$ cat config.mk
export PLATFORM = sky130hd
export DESIGN_NAME = circ_word_reg
export DESIGN_NICKNAME = d
export VERILOG_FILES = /design/src/rtl/circ_word_reg.sv
export SDC_FILE = /design/constraint.sdc
export NUM_CORES = 1
export LEC_CHECK = 0
export BUFFER_PORTS_ARGS = -buffer_cell sky130_fd_sc_hd__buf_2
export CORE_AREA = 2 2 51 53
export CTS_CLUSTER_SIZE = 24
export DETAILED_ROUTE_END_ITERATION = 10
export DIE_AREA = 0 0 53 55
export PLACE_DENSITY = 0.75
export SYNTH_ARGS = -nofsm -noshare
export SYNTH_HDL_FRONTEND = slang
export SYNTH_SLANG_ARGS = --single-unit
$ cat constraint.sdc
create_clock -name clk -period 1.58 [get_ports clk]
set_input_delay 0.079 -clock clk [delete_from_list [all_inputs] [get_ports clk]]
set_output_delay 0.079 -clock clk [all_outputs]
set_load 0.005 [all_outputs]
$ cat src/rtl/circ_word_reg.sv
module circ_word_reg #(
  parameter int DATA_W    = 16,
  parameter int GAP_W     = 4,
  parameter int MAX_SHIFT = 3,
  localparam int WORD_T   = DATA_W + GAP_W,
  localparam int SLOT_W   = $clog2(WORD_T),
  localparam int AMT_W    = $clog2(MAX_SHIFT + 1)
) (
  input  logic              clk,
  input  logic              rst_n,
  input  logic              ser_in,
  input  logic              load_req,
  input  logic              shift_req,
  input  logic              shift_left,
  input  logic [AMT_W-1:0]  shift_amt,
  output logic              ser_out,
  output logic [SLOT_W-1:0] slot,
  output logic              word_done
);

  localparam logic [SLOT_W-1:0] LAST = SLOT_W'(WORD_T - 1);

  logic [WORD_T-1:0]    loop_q;
  logic [MAX_SHIFT-1:0] ext_q;
  logic [SLOT_W-1:0]    slot_q;
  logic                 op_load_q, op_shift_q, op_left_q, done_q;
  logic [AMT_W-1:0]     op_amt_q;
  logic                 wb_bit, early_tap, late_tap;
  logic                 boundary;

  assign ser_out   = loop_q[0];
  assign slot      = slot_q;
  assign word_done = done_q;
  assign boundary  = (slot_q == LAST);

  // pick the tap that shortens (early) or lengthens (late) the loop by op_amt_q
  always_comb begin
    early_tap = loop_q[0];
    late_tap  = loop_q[0];
    for (int j = 1; j <= MAX_SHIFT; j++) begin
      if (j == int'(op_amt_q)) begin
        early_tap = loop_q[j];
        late_tap  = ext_q[j-1];
      end
    end
  end

  always_comb begin
    wb_bit = 1'b0;
    if (int'(slot_q) < DATA_W) begin
      if (op_load_q)
        wb_bit = ser_in;
      else if (op_shift_q && !op_left_q)
        wb_bit = (int'(slot_q) + int'(op_amt_q) < DATA_W) ? early_tap : 1'b0;
      else if (op_shift_q && op_left_q)
        wb_bit = (int'(slot_q) >= int'(op_amt_q)) ? late_tap : 1'b0;
      else
        wb_bit = loop_q[0];
    end
  end

  always_ff @(posedge clk) begin
    if (!rst_n) begin
      loop_q     <= '0;
      ext_q      <= '0;
      slot_q     <= '0;
      op_load_q  <= 1'b0;
      op_shift_q <= 1'b0;
      op_left_q  <= 1'b0;
      op_amt_q   <= '0;
      done_q     <= 1'b0;
    end else begin
      loop_q <= {wb_bit, loop_q[WORD_T-1:1]};
      ext_q  <= (ext_q << 1) | MAX_SHIFT'(loop_q[0]);
      slot_q <= boundary ? '0 : slot_q + 1'b1;
      done_q <= boundary && (op_load_q || op_shift_q);
      if (boundary) begin
        op_load_q  <= load_req;
        op_shift_q <= shift_req && !load_req;
        op_left_q  <= shift_left;
        op_amt_q   <= shift_amt;
      end
    end
  end

  p_slot_wrap_r1: assert property (@(posedge clk) disable iff (!rst_n)
    (slot_q == LAST) |=> (slot_q == '0));
  p_slot_step_r1: assert property (@(posedge clk) disable iff (!rst_n)
    (slot_q != LAST) |=> (slot_q == $past(slot_q) + 1'b1));
  p_gap_silent_r4: assert property (@(posedge clk) disable iff (!rst_n)
    (int'(slot_q) >= DATA_W) |-> (ser_out == 1'b0));
  p_op_at_boundary_r6: assert property (@(posedge clk) disable iff (!rst_n)
    (slot_q != '0) |-> ($stable(op_load_q) && $stable(op_shift_q)));
  p_load_wins_r9: assert property (@(posedge clk) disable iff (!rst_n)
    !(op_load_q && op_shift_q));
  p_done_slot0_r10: assert property (@(posedge clk) disable iff (!rst_n)
    word_done |-> (slot_q == '0));
  p_done_single_r10: assert property (@(posedge clk) disable iff (!rst_n)
    word_done |=> !word_done);

endmodule

# == Yosys cells after proc, flatten, opt, wreduce, memory -nomap -nowiden ==
# Cells that the tools add are included.
# Widths: inputs -> output; s select.
# op_classes
addsub,2
n_lt_le_gt_ge,3
eq_ne,4
n_mux,11
n_bitwise,2
n_reduce_logical,9
# ops
cell,n
$mux 1,11
$add 5x2->6,1
$lt 6x5->1 const B,1
$add 5x1->5 const B,1
$eq 5x5->1 const B,1
$ge 5x2->1,1
$lt 5x5->1 const B,1
$eq 2x2->1 const A,2
$logic_and 1x1->1,4
$or 3x1->3,1
$eq 1x2->1 const A,1
$logic_not 1->1,2
$reduce_and 2->1,1
$reduce_or 2->1,1
$logic_or 1x1->1,1
$not 1->1,1
# word_totals
register_bits,34
output_inout_bits,7
wordCells,40

# == Logic depth before layout (Yosys ltp) ==
# Gate-level depths: netlist of the first run.
# logic_depth
ltp_word,8
depth_mapped,6
ltp_nobuf,6

# == Worst setup path before layout of the first run ==
# No wires, ideal clock.
# synth_timing
path_type,register -> register
startpoint,register op_amt_q[1]
endpoint,register loop_q[19]
setup_time_ns,0.123
arrival_ns,1.275
path_slack_ns,0.181
path_stages_with_launch,7
path_buffers,0
period_less_slack_ns,1.399
path_cell_list,dfxtp_1 > inv_1 > ha_1 > and2b_1 > o211ai_1 > a311oi_1 > a21oi_1
# synth_via
elab_chain_len,8
# synth_rtl
item,line,source
"start, declared",27,logic [AMT_W-1:0] op_amt_q;
"start signal, assigned",81,op_amt_q <= shift_amt;
branches (longest 6 deep; another with $add 5x2->6),n/a,
$mux 1 *,53,else if (op_shift_q && !op_left_q)
$mux 1 *,51,if (op_load_q)
"end signal, assigned",73,"loop_q <= {wb_bit, loop_q[WORD_T-1:1]};"
"end, declared",23,logic [WORD_T-1:0] loop_q;
# Mark *: on every way between the ends.
# A chain may end at the register's enable or synchronous reset.

# == Worst setup path in the final report of the first run ==
# layout_timing
startpoint,"register slot_q[1], in the netlist slot[1]"
endpoint,register loop_q[19]
# layout_via
elab_chain_len,5
# layout_rtl
item,line,source
"start, declared",25,logic [SLOT_W-1:0] slot_q;
"start signal, assigned",75,slot_q <= boundary ? '0 : slot_q + 1'b1;
$add 5x2->6 or $ge 5x2->1 (tied branches),"54, 56",
$lt 6x5->1 or $mux 1 (tied branches),"54, 56",
$mux 1 (on tied branches),"54, 55",
$mux 1,53,
$mux 1,51,
# Parallel ways exist; a longest one is shown, timed or not.

==> key figures, run 1 <==
Status
  • Status: finished, final reports clean

GRT
  • First-pass GRT wire length: about 3.4 mm
  • Vias in the first global route: ~740
  • Largest net degree at the start of global routing: 34
  • Initial antenna violation count: 0
  • GRT overflow: 0
  • GRT Total Usage: about 17%

Timing
  • Clock skew after layout: between 0.01 and 0.015 ns
  • Tcrit/Tclk final: around nine tenths
  • Unrepaired setup endpoints after global routing: no
  • Final Hold Violating Endpoints: 0
  • Final setup fails: 0
  • Final setup TNS: 0 ns
  • Tmin final: 1.42 ns
  • Final Max Slew Viols: 0
  • Fmax: around 700 MHz
  • Hold_ws: 0.0162 ns
  • Worst-margin pin slew: 0.398 ns
  • Slew HR: 73.5%

Setup path
  • Crit path arrival time: ~1.7 ns
  • Crit-path cells: ha_1 -> and2b_1 -> o211ai_1 -> a311oi_1 -> a21oi_1
  • Max stage delay on crit path: 0.41 ns
  • Worst-path fanout max: 5
  • WS Path Type: register to register
  • CP top delay family: compound AO/OA/AOI/OAI gates
  • Buf/Inv on CP: 0
  • Crit start category: register
  • WP data required: roughly 1.8 ns
  • Critical path's slowest cell: dfxtp_1
  • Crit end category: register

Clock network
  • Clock transition at path regs: approximately 0.1 ns
  • CTS Buf Count: 5
  • Clock tree sinks: 34
  • CTS root buf: clkbuf_4
  • Worst skew pair latency: between 0.3 and 0.4 ns
  • Max clock buf depth: 2
  • CTS resizes: 0
  • Total setup buffers inserted after CTS: 0
  • H-tree depth: 2
  • TritonCTS clock tree: yes

Final layout
  • Commonest cells after routing, fill and taps aside: dfxtp_1, and2_1, buf_2
  • Diode count: 0
  • Register area: 681 um^2
  • Multi-input logic area: between 500 and 600 um^2
  • Share of layout cells above drive strength 1: approximately 16%
  • Most common cell after layout, fill and taps aside: dfxtp_1
  • Fill cells: between 200 and 250
  • Area growth, synth to finish: 14.6%
  • Post-layout nets: roughly 150

Route
  • Drc violations: 0
  • Via density: a little under 5
  • Drt total wl: 1.97 mm
  • First drt pass iteration count: 4
  • Post-route ant nets: 0
  • Wire per inst: approximately 12 um
  • First DRT Iteration DRCs: 8
  • Via count: roughly 800

Run
  • Max-cap violations: 0

Floorplanning
  • I/O pins: 15
  • Die width: roughly 53 um
  • Full die area: just under 3000 um^2
  • Die Ht: between 50 and 60 um
  • Core Region: approximately 2400 um^2
  • Initial Util: between 50% and 60%
  • Core Rows: 18

Synthesis
  • Mapped Cells: around 120
  • Post-Syn Area per Cell: between 10 and 15 um^2
  • Syn Nets: around 130
  • Distinct cells, synth: 26
  • #FFs+latches synth: 34
  • Post-synth EDFFs: 0
  • Netlist Area Pre-Place: 1230 um^2
  • Count of yosys warnings during synthesis: 0
  • Ys flop type: dfxtp_1
  • Async SR Flop Fraction: 0%
  • Register area share after synthesis: 55.4%

Pwr
  • Leak: ~0.60 nW
  • Pwr Density: 971 nW/um^2
  • Peak supply drop: approximately 700 uV

Placed design
  • Detailed Place HPWL: ~1.3 mm
  • Port Buf Inserts: 14
  • Final Wtd Congestion: roughly 0.76

Min path
  • Hold Crit Class: input pin to register
-- tightest hold or removal path: stages --
cell and delay [ns]:
buf_2 0.10, nand3b_1 0.07, a21boi_1 0.06
-- cell type report --
cell class / instances / area share, %
clock buffer: 5 / 2.67
clock inverter: 2 / 0.711
inverter: 5 / 1.33
multi-input combinational: 75 / 35.9
sequential: 34 / 48.4
tap: 30 / 2.67
timing repair buffer: 19 / 8.36
-- per-stage QoR --
| step | utilization, % | power (mW) | instance area, um^2 | setup WS [ns] | cells |
|---|---|---|---|---|---|
| 6_report | 59.5 | 1.37 | 1410 | 0.158 | 170 |
| 5_1_grt | 59.5 | 1.44 | 1410 | 0.0825 | 170 |
| 4_1_cts | 59.5 | 1.39 | 1410 | 0.155 | 170 |
| 3_5_place_dp | 55.8 | 0.945 | 1320 | 0.157 | 159 |
| 3_3_place_gp | 55.8 | 0.941 | 1320 | 0.219 | 159 |
| 2_1_floorplan | - | 0.923 | 1230 | 0.181 | 119 |
-- path summary, 6_finish.rpt --
path	start	cells past startpoint	to	slack (ns)
setup / recovery	slot[1]	5	loop_q[19]	0.16
hold / removal	shift_req	3	op_shift_q	0.02
setup reg to reg	slot[1]	5	loop_q[19]	0.16
hold reg to reg	loop_q[11]	1	loop_q[10]	0.44
-- cell usage after synthesis, types with 2 or more instances --
library cell | number | area (um^2)
nor2_1 | 6 | 22.5
nor2b_1 | 2 | 12.5
and2_1 | 23 | 144
and3_1 | 2 | 12.5
nand2_1 | 12 | 45.0
ha_1 | 5 | 62.6
o21ai_0 | 4 | 20.0
inv_1 | 5 | 18.8
nand3b_1 | 2 | 15.0
a21boi_0 | 4 | 30.0
dfxtp_1 | 34 | 681
nand3_1 | 3 | 15.0
xnor2_1 | 2 | 17.5
clkbuf_1 | 3 | 11.3
-- report_power, final --
part	internal (mW)	total, mW	switching, mW
Clock	0.160	0.435	0.276
Combinational	0.0316	0.0583	0.0267
Sequential	0.863	0.873	0.0104
-- kinds of logic after synthesis --
| group | after synthesis | synth area share (%) |
|---|---|---|
| flip-flops | 34 | 55.4 |
| AND/OR/NAND/NOR | 52 | 22.8 |
| AO/OA/AOI/OAI | 13 | 7.03 |
| buffers and inverters | 10 | 3.46 |
| adder cells (fa/ha/maj) | 5 | 5.09 |
| multiplexers | 3 | 4.79 |
| XOR/XNOR | 2 | 1.43 |
-- timing repair --
item | in CTS | in global routing
hold endpoints to repair | 4 | 0
hold buffers | 4 | 0
endpoints found under the setup margin | 0 | 0
-- per-layer routing --
| layer | up-vias | track usage, % | share of wire [%] |
|---|---|---|---|
| li1 | 430 | - | - |
| met1 | 370 | 21.4 | 49 |
| met2 | 15 | 25.0 | 45 |
| met3 | 2 | 9.68 | 4.9 |
| met4 | 0 | 6.41 | 1.1 |
| met5 | - | 0 | 0 |
-- flip-flops by register name (all words and copies together) (netlist names) --
register,flops
loop_q,20
slot,5
ext_q,3
op_amt_q,2
op_left_q,1
op_load_q,1
op_shift_q,1
word_done,1
Power figures use the tool's default switching activity.
==> inputs of run 2 (changes only) <==
REMOVE_ABC_BUFFERS = 1   (was default)
==> run 2 against run 1 <==
Fmax up 0.43%; first-iteration DRC count up 140%; register-to-register slack about the same.
==> key figures, run 2 (synthesis results as in run 1) <==
Status
  • Status: finished, final reports clean (unchanged)

Final layout
  • Post-layout nets: 152 (was 153)
  • Commonest cells after routing, fill and taps aside: dfxtp_1, and2_1, buf_2 (unchanged)
  • Post-route cell area: 1410 um^2 (about the same)
  • Diode count: 0 (unchanged)
  • Fill cells: 218 (was 217)
  • Largest Register: loop_q (unchanged)
  • Max reg flops: 20 (unchanged)
  • Share of layout cells above drive strength 1: 16.4% (unchanged)
  • Most common cell after layout, fill and taps aside: dfxtp_1 (unchanged)
  • Area growth, synth to finish: 14.8% (was 14.6%)

Placed design
  • Detailed Place HPWL: 1.41 mm (was 1.30 mm)
  • Dpl cell area: 1320 um^2 (unchanged)
  • Final Wtd Congestion: 0.755 (was 0.757)
  • Port Buf Inserts: 14 (unchanged)
  • DP Worst Slack: 0.182 ns (was 0.157 ns)

Setup path
  • R2r setup slk: 0.16 ns (about the same)
  • Max stage delay on crit path: 0.36 ns (was 0.41 ns)
  • Crit path arrival time: 1.65 ns (about the same)
  • Buf/Inv on CP: 0 (unchanged)
  • WS Path Type: register to register (unchanged)
  • Crit end category: register (unchanged)
  • Reg2Reg Capture Point: loop_q[19] (unchanged)
  • Worst R2R Start: slot[1] (unchanged)
  • Worst Setup SP: slot[1] (unchanged)
  • R2R depth: 5 (unchanged)
  • WP data required: 1.81 ns (about the same)
  • Critical path's slowest cell: dfxtp_1 (unchanged)
  • Crit-path cells: ha_1 -> and2b_1 -> o211ai_1 -> a311oi_1 -> a21oi_1 (unchanged)
  • CP top delay family: compound AO/OA/AOI/OAI gates (unchanged)
  • Worst-path fanout max: 5 (unchanged)
  • Crit start category: register (unchanged)

Min path
  • Hold path depth: 3 (unchanged)
  • Worst hold start: shift_req (unchanged)
  • Hold Path End: op_shift_q (unchanged)
  • Hold Crit Class: input pin to register (unchanged)

Floorplanning
  • Core Rows: 18 (unchanged)
  • Die Ht: 55 um (unchanged)
  • Initial Util: 52.0% (unchanged)
  • Die width: 53 um (unchanged)
  • Core Region: 2360 um^2 (unchanged)
  • Full die area: 2920 um^2 (unchanged)
  • I/O pins: 15 (unchanged)

Timing
  • Tcrit/Tclk final: 89.6% (was 90.0%)
  • Unrepaired setup endpoints after global routing: no (unchanged)
  • Tmin final: 1.42 ns (about the same)
  • Final Max Slew Viols: 0 (unchanged)
  • Final setup fails: 0 (unchanged)
  • Slew HR: 73.7% (was 73.5%)
  • Worst-margin pin slew: 0.395 ns (was 0.398 ns)
  • Clock skew after layout: 0.0157 ns (was 0.0116 ns)
  • Final setup TNS: 0 ns (unchanged)
  • Final Hold Violating Endpoints: 0 (unchanged)
  • Fmax: 706 MHz (was 703 MHz)
  • Setup ws final: 0.164 ns (was 0.158 ns)

Route
  • Drt total wl: 2.01 mm (was 1.97 mm)
  • Via count: 834 (was 817)
  • First drt pass iteration count: 4 (unchanged)
  • Post-route ant nets: 0 (unchanged)
  • Via density: 4.91 (was 4.81)
  • First DRT Iteration DRCs: 19 (was 8)
  • Drc violations: 0 (unchanged)
  • Wire per inst: 11.8 um (was 11.6 um)

Clock network
  • CTS resizes: 0 (unchanged)
  • Worst skew pair latency: 0.34 ns (about the same)
  • Total setup buffers inserted after CTS: 0 (unchanged)
  • Clock transition at path regs: 0.10 ns (about the same)
  • CTS Buf Count: 5 (unchanged)
  • TritonCTS clock tree: yes (unchanged)
  • H-tree depth: 2 (unchanged)
  • CTS root buf: clkbuf_4 (unchanged)
  • Post-CTS Hold Fix Bufs: 3 (was 4)
  • Max clock buf depth: 2 (unchanged)
  • Clock tree sinks: 34 (unchanged)

Pwr
  • Peak supply drop: 696 uV (was 702 uV)
  • Leak: 0.600 nW (about the same)
  • Pwr Density: 1010 nW/um^2 (was 971 nW/um^2)

GRT
  • Largest net degree at the start of global routing: 34 (unchanged)
  • Vias in the first global route: 799 (was 743)
  • GRT Total Usage: 17.9% (was 17.2%)
  • GRT overflow: 0 (unchanged)
  • Initial antenna violation count: 0 (unchanged)
  • First-pass GRT wire length: 3.47 mm (was 3.37 mm)

Run
  • Max-cap violations: 0 (unchanged)
## run 2: cell count changes in the layout (fill, tap and decap cells not counted)
| cell | previous run | this run |
|---|---|---|
| dlygate4sd3_1 | 4 | 3 |
| clkbuf_8 | 0 | 1 |
| clkinv_2 | 2 | 1 |
| clkbuf_1 | 0 | 1 |
## run 2: worst max path at each step
stage | depth (start not counted) | to
final | 5 | loop_q[19]
after CTS | 5 | loop_q[19]
after global routing | 5 | loop_q[19]
after floorplan | 6 | loop_q[19]
after global placement | 5 | loop_q[19]
after detailed placement | 5 | loop_q[19]
## run 2: power by group
part | switching, mW | internal (mW) | total (mW)
Sequential | 0.0100 | 0.863 | 0.873
Clock | 0.276 | 0.215 | 0.492
Combinational | 0.0268 | 0.0300 | 0.0568
## run 2: per-layer routing
layer	vias to the layer above	share of wire (%)	global-route usage, %
met4	0	2.8	12.8
met1	381	44	19.0
met5	-	0	0
met2	19	48	29.8
met3	7	5.0	6.45
li1	427	-	-
## run 2: metrics by stage
step	hold WS (ns)	instances	total power, mW	utilization (%)
6_report	0.0113	170	1.42	59.6
5_1_grt	0.00799	170	1.49	59.6
4_1_cts	0.0000757	170	1.44	59.6
3_3_place_gp	0.336	159	0.942	55.8
2_1_floorplan	0.201	114	0.915	-
3_5_place_dp	0.347	159	0.945	55.8
## run 2: cell type report
type,count,area (um^2),share of cell area [%]
Clock inverter,1,5.00,0.355
Multi-Input combinational cell,75,505,35.8
Tap cell,30,37.5,2.66
Clock buffer,7,55.1,3.90
Inverter,5,18.8,1.33
Sequential cell,34,681,48.3
Timing Repair Buffer,18,108,7.63
## run 2: worst min-delay path, stage by stage
cell and delay [ns]:
buf_2 0.10, nand3b_1 0.07, a21boi_1 0.06
